**src/rtl/pal_pkg.sv**
```systemverilog
package pal_pkg;
    localparam int IDX_W   = 8;
    localparam int ENTRY_W = 16;
    localparam int CH_W    = 8;

    typedef enum logic [1:0] {
        KIND_NONE    = 2'd0,
        KIND_PASSIVE = 2'd1,
        KIND_ACTIVE  = 2'd2
    } kind_e;

    typedef struct packed {
        kind_e             kind;
        logic              fmt565;
        logic [3*CH_W-1:0] pas_rgb;
    } stage_t;

    typedef struct packed {
        stage_t            s1;
        logic [3*CH_W-1:0] rgb;
    } state_t;

    function automatic logic [IDX_W-1:0] mask_index(input logic [1:0] depth,
                                                     input logic [IDX_W-1:0] idx);
        logic [IDX_W-1:0] m;
        case (depth)
            2'd0:    m = IDX_W'(8'h01);
            2'd1:    m = IDX_W'(8'h03);
            2'd2:    m = IDX_W'(8'h0f);
            default: m = IDX_W'(8'hff);
        endcase
        return idx & m;
    endfunction
endpackage

```
**src/rtl/pal_nibble_pick.sv**
```systemverilog
module pal_nibble_pick #(
    parameter int REG_W = 32,
    parameter int SEL_W = 4
) (
    input  logic [REG_W-1:0] lut,
    input  logic [SEL_W-1:0] sel,
    output logic [3:0]       nib
);
    localparam int NIB_N = REG_W / 4;

    logic [3:0] slot [NIB_N];

    for (genvar n = 0; n < NIB_N; n++) begin : g_slot
        assign slot[n] = lut[4*n +: 4];
    end

    always_comb begin
        nib = 4'h0;
        for (int n = 0; n < NIB_N; n++) begin
            if (int'(sel) == n) nib = slot[n];
        end
    end
endmodule

```
**src/rtl/pal_entry_unpack.sv**
```systemverilog
module pal_entry_unpack (
    input  logic [15:0] entry,
    input  logic        fmt565,
    output logic [5:0]  red6,
    output logic [5:0]  grn6,
    output logic [5:0]  blu6
);
    always_comb begin
        if (fmt565) begin
            red6 = {entry[15:11], 1'b0};
            grn6 = entry[10:5];
            blu6 = {entry[4:0], 1'b0};
        end else begin
            red6 = {entry[15:11], entry[0]};
            grn6 = {entry[10:6], entry[0]};
            blu6 = {entry[5:1], entry[0]};
        end
    end
endmodule

```
**src/rtl/pal_color_expand.sv**
```systemverilog
module pal_color_expand
    import pal_pkg::*;
#(
    parameter int RED_W = 32,
    parameter int GRN_W = 32,
    parameter int BLU_W = 16
) (
    input  logic                clk,
    input  logic                rst_n,
    input  logic [3:0]          mode,
    input  logic                fmt565,
    input  logic [RED_W-1:0]    lut_red,
    input  logic [GRN_W-1:0]    lut_green,
    input  logic [BLU_W-1:0]    lut_blue,
    input  logic [IDX_W-1:0]    pix_index,
    output logic [IDX_W-1:0]    pram_addr,
    input  logic [ENTRY_W-1:0]  pram_rdata,
    output logic [3*CH_W-1:0]   rgb_out
);
    localparam int SEL_W = 4;

    state_t st_d, st_q;

    kind_e            kind_in;
    logic [IDX_W-1:0] idx_m;
    logic [SEL_W-1:0] sel_r, sel_g, sel_b;
    logic [3:0]       nib_r, nib_g, nib_b;
    logic [5:0]       red6, grn6, blu6;

    always_comb begin
        case (mode[3:2])
            2'b00:   kind_in = KIND_PASSIVE;
            2'b10:   kind_in = KIND_ACTIVE;
            default: kind_in = KIND_NONE;
        endcase
        idx_m = mask_index(mode[1:0], pix_index);
        if (mode[1:0] == 2'd3) begin
            sel_r = {1'b0, idx_m[7:5]};
            sel_g = {1'b0, idx_m[4:2]};
            sel_b = {2'b00, idx_m[1:0]};
        end else begin
            sel_r = idx_m[3:0];
            sel_g = idx_m[3:0];
            sel_b = idx_m[3:0];
        end
    end

    assign pram_addr = (kind_in == KIND_ACTIVE) ? idx_m : '0;

    pal_nibble_pick #(.REG_W(RED_W), .SEL_W(SEL_W)) i_pick_r (
        .lut(lut_red), .sel(sel_r), .nib(nib_r));
    pal_nibble_pick #(.REG_W(GRN_W), .SEL_W(SEL_W)) i_pick_g (
        .lut(lut_green), .sel(sel_g), .nib(nib_g));
    pal_nibble_pick #(.REG_W(BLU_W), .SEL_W(SEL_W)) i_pick_b (
        .lut(lut_blue), .sel(sel_b), .nib(nib_b));

    pal_entry_unpack i_unpack (
        .entry (pram_rdata),
        .fmt565(st_q.s1.fmt565),
        .red6  (red6),
        .grn6  (grn6),
        .blu6  (blu6)
    );

    always_comb begin
        st_d = st_q;
        st_d.s1.kind    = kind_in;
        st_d.s1.fmt565  = fmt565;
        st_d.s1.pas_rgb = {nib_r, 4'h0, nib_g, 4'h0, nib_b, 4'h0};
        case (st_q.s1.kind)
            KIND_PASSIVE: st_d.rgb = st_q.s1.pas_rgb;
            KIND_ACTIVE:  st_d.rgb = {red6, 2'b00, grn6, 2'b00, blu6, 2'b00};
            default:      st_d.rgb = '0;
        endcase
    end

    always_ff @(posedge clk) begin
        if (!rst_n) st_q <= '0;
        else        st_q <= st_d;
    end

    assign rgb_out = st_q.rgb;

    // non-palettised index gives black on the next edge
    a_r9_nonpal_black: assert property (@(posedge clk) disable iff (!rst_n)
        (st_q.s1.kind == KIND_NONE) |=> (rgb_out == '0));

    // passive colours carry zero low nibbles in every channel
    a_r6_nibble_widen: assert property (@(posedge clk) disable iff (!rst_n)
        (st_q.s1.kind == KIND_PASSIVE) |=>
        (rgb_out[3:0] == 4'h0 && rgb_out[11:8] == 4'h0 && rgb_out[19:16] == 4'h0));

    // 5:6:5 red and blue are left-justified, low bit zero
    a_r7_565_justify: assert property (@(posedge clk) disable iff (!rst_n)
        (st_q.s1.kind == KIND_ACTIVE && st_q.s1.fmt565) |=>
        (rgb_out[2] == 1'b0 && rgb_out[18] == 1'b0 && rgb_out[23:19] == $past(pram_rdata[15:11])));

    // intensity bit is the channel LSB of all three channels
    a_r8_shared_intensity: assert property (@(posedge clk) disable iff (!rst_n)
        (st_q.s1.kind == KIND_ACTIVE && !st_q.s1.fmt565) |=>
        (rgb_out[2] == $past(pram_rdata[0]) && rgb_out[10] == $past(pram_rdata[0])
         && rgb_out[18] == $past(pram_rdata[0])));

    // the palette address never exceeds the mode's index range
    a_r3_addr_range: assert property (@(posedge clk) disable iff (!rst_n)
        (mode == 4'd8) |-> (pram_addr[IDX_W-1:1] == '0));
endmodule

```
**config.mk**
```make
export PLATFORM = sky130hd
export DESIGN_NAME = pal_color_expand
export DESIGN_NICKNAME = d
export VERILOG_FILES = /design/src/rtl/pal_pkg.sv /design/src/rtl/pal_nibble_pick.sv /design/src/rtl/pal_entry_unpack.sv /design/src/rtl/pal_color_expand.sv
export SDC_FILE = /design/constraint.sdc
export NUM_CORES = 1
export LEC_CHECK = 0
export BUFFER_PORTS_ARGS = -buffer_cell sky130_fd_sc_hd__buf_4
export CAP_MARGIN = 10
export CORE_AREA = 2 2 73 89
export CTS_CLUSTER_SIZE = 30
export DETAILED_ROUTE_END_ITERATION = 12
export DIE_AREA = 0 0 75 91
export GPL_TIMING_DRIVEN = 0
export PLACE_DENSITY = 0.72
export RECOVER_POWER = 25
export SETUP_SLACK_MARGIN = 0.3
export SLEW_MARGIN = 20
export SYNTH_ARGS = -nofsm -noshare
export SYNTH_HDL_FRONTEND = slang
export SYNTH_SLANG_ARGS = --single-unit
```
**constraint.sdc**
```tcl
create_clock -name clk -period 3.3 [get_ports clk]
set_input_delay 0.33 -clock clk [delete_from_list [all_inputs] [get_ports clk]]
set_output_delay 0.33 -clock clk [all_outputs]
set_load 0.05 [all_outputs]
```
==> flow_summary.json <==
{
  "period_share_pct": 66.2,
  "grt_pass1_vias": 2422,
  "drive_gt1_share_pct": 41.9,
  "p_per_area_nw_per_um2": 328,
  "cpMaxStageDelayCell": "o31ai_1",
  "antenna_found_initial": 0,
  "grt_pass1_wl_um": 10800,
  "crit_path_start_kind": "input port",
  "yosysTopAreaCellShare_pct": 28.8,
  "cts-hold-fix-buffers": 0,
  "clkLatencyLatePin_ns": 0.28,
  "synth_top_area_cell": "dfxtp_1",
  "hp-class": "in2reg",
  "dieArea_um2": 6830,
  "ctsResizeCount": 0,
  "ir_drop_mv": 0.225,
  "setup_ws_ns": 1.12,
  "cts_made_buffers": 5,
  "place.gp.congestion": 0.862,
  "yosysMostFrequentCell": "dfxtp_1",
  "drt-pass1-iter-count": 4,
  "ant_nets": 0,
  "finalCriticalPeriod_ns": 2.18,
  "nNetsFinal": 530,
  "fin_worst_skew_ns": 0.00830,
  "h-tree-depth": 2,
  "ys_warn_count": 0,
  "max_freq_mhz": 458,
  "synth_cell_types": 53,
  "synth-edff-count": 0,
  "reg2reg_depth": 5,
  "clockBufferDepth": 2,
  "async_reset_ff_share_pct": 0,
  "grt-busiest-layer": "met2",
  "fin_setup_tns_ns": 0,
  "endpoint_kind": "flop",
  "finalNonFillerCells": 500,
  "met3_usage_pct": 3.66,
  "avgViaCountPerCell": 4.93,
  "synthCells": 271,
  "start_util_pct": 37.5,
  "syn-cell-area_um2": 2230,
  "fp-row-count": 31,
  "grtUsageTotal_pct": 20.1,
  "drt-wirelength-per-cell_um": 13.8,
  "path_max_fanout": 10,
  "dp_hpwl_um": 5670,
  "vias": 2467,
  "numPortBuffers": 134,
  "ys_ff_latch": 32,
  "drt-total-wl_um": 6880,
  "drc": 0,
  "power_uw": 1130,
  "finalMaxSlewViolations": 0,
  "max_cap_viol_count": 0,
  "drt_iter0_markers": 61,
  "grt_max_degree": 11,
  "worst_slew_pin_slew_ns": 0.652,
  "path_cells": "buf_4 > clkbuf_1 > o31ai_1 > nor2_1 > a2111oi_0 > o221ai_1 > a31oi_1",
  "critical_path_cell_count": 7,
  "overflow": 0,
  "crit_type": "in2reg",
  "crit_family": "compound AO/OA/AOI/OAI gates",
  "yosys_most_used_dff": "dfxtp_1",
  "dp_cells": 492,
  "synth_common_cells": "dfxtp_1 (32), o21ai_0 (31), buf_4 (24), nor2_1 (22), nand2_1 (15)",
  "leakage_uw": 0.00166,
  "clk_pin_slew_ns": 0.06,
  "path_buf_inv": 2,
  "cts_tree": "yes",
  "setup_viol": 0,
  "core_area_um2": 5930,
  "cts-root-buf": "clkbuf_8",
  "max_slew_margin_pct": 56.2,
  "pin_count": 143,
  "grt_setup_unrepaired": "false",
  "dpl_worst_slack_ns": 0.949,
  "die_h_um": 91,
  "area_delta_synth_final_pct": 54.8,
  "arrival_ns": 2.38,
  "hold_viol_final": 0,
  "cpPeakStageDelay_ns": 0.63,
  "die_w_um": 75,
  "postCtsSetupRepairBufs": 0,
  "cts_sinks": 32,
  "outcome": "complete, no violations",
  "utilization_pct": 58.1,
  "synth.avg_cell_area_um2": 8.21,
  "diodes": 0,
  "grt.met2_usage_pct": 35.7,
  "cp.required_ns": 3.50,
  "use_met1_pct": 22.6,
  "whs_path_depth": 2,
  "synth.area.top_cells": "dfxtp_1 (29%), buf_4 (8.1%), o21ai_0 (7.0%)",
  "seq_area_frac_synth_pct": 28.8
}
==> where the power goes <==
part,internal [µW],leakage (µW),switching (µW),total (µW)
combinational,169,0.00133,150,318
sequential,404,0.000261,4.58,409
clock,266,0.0000645,137,404
==> final timing paths <==
kind / startpoint / to / slack [ns]
worst min-delay path: mode[3] / st_q[49] / 0.22
worst min register to register: st_q[31] / rgb_out[7] / 0.44
worst max-delay path: pix_index[3] / st_q[47] / 1.12
worst max register to register: st_q[49] / rgb_out[21] / 1.74
==> layout make-up <==
cell class / count / area (µm²)
repair buffers: 134 / 972
well taps: 82 / 103
clock buffers: 7 / 96.3
clock inverters: 1 / 30.0
inverters: 13 / 48.8
multi-input cells: 191 / 1300
plain buffers: 40 / 259
flip-flops and latches: 32 / 641
fillers: 558 / 2490
==> state kept, by name (all words and copies together) (netlist names) <==
| name | cells |
|---|---|
| rgb_out | 17 |
| st_q | 15 |
==> routing by layer <==
layer,vias to the layer above,wire length (µm)
met1,1103,2670
met4,0,204
met3,20,407
li1,1250,-
met2,94,3600
met5,-,0
==> kinds of logic (layout without fill, tap and decap cells) <==
| logic type | count (synthesis) | in the layout | share of synthesized area (%) |
|---|---|---|---|
| DFF | 32 | 32 | 28.8 |
| AOI/OAI and AO/OA | 89 | 89 | 27.3 |
| and+or+nand+nor | 75 | 75 | 17.5 |
| buffers and inverters | 53 | 195 | 13.8 |
| adders and majority gates | 3 | 3 | 1.57 |
| other | 1 | 6 | 0.168 |
| muxes | 18 | 18 | 10.8 |
==> cell usage in the layout, fill, tap and decap left out, types with 3 or more instances in the layout <==
master / n
buf_4: 148
dfxtp_1: 32
o21ai_0: 31
nor2_1: 22
clkbuf_1: 20
nand2_1: 15
inv_1: 13
and3_1: 13
a22o_1: 9
mux2i_1: 9
a21oi_1: 7
clkbuf_8: 7
conb_1: 6
nor3b_1: 5
and2_1: 4
a221oi_1: 4
or3_1: 4
mux4_2: 4
a211oi_1: 4
mux2_2: 4
o22ai_1: 4
buf_2: 3
nor2b_1: 3
a21o_1: 3
a2111oi_0: 3
o221ai_1: 3
a31oi_1: 3
o22a_1: 3
==> stage by stage <==
step	cell area [µm²]	hold WS (ns)
after floorplan	2240	0.401
final	3450	0.221
after CTS	3480	0.215
after global routing	3450	0.235
after detailed placement	3350	0.420
after global placement	3350	0.411
No activity file was read; power rests on OpenSTA's default activity.
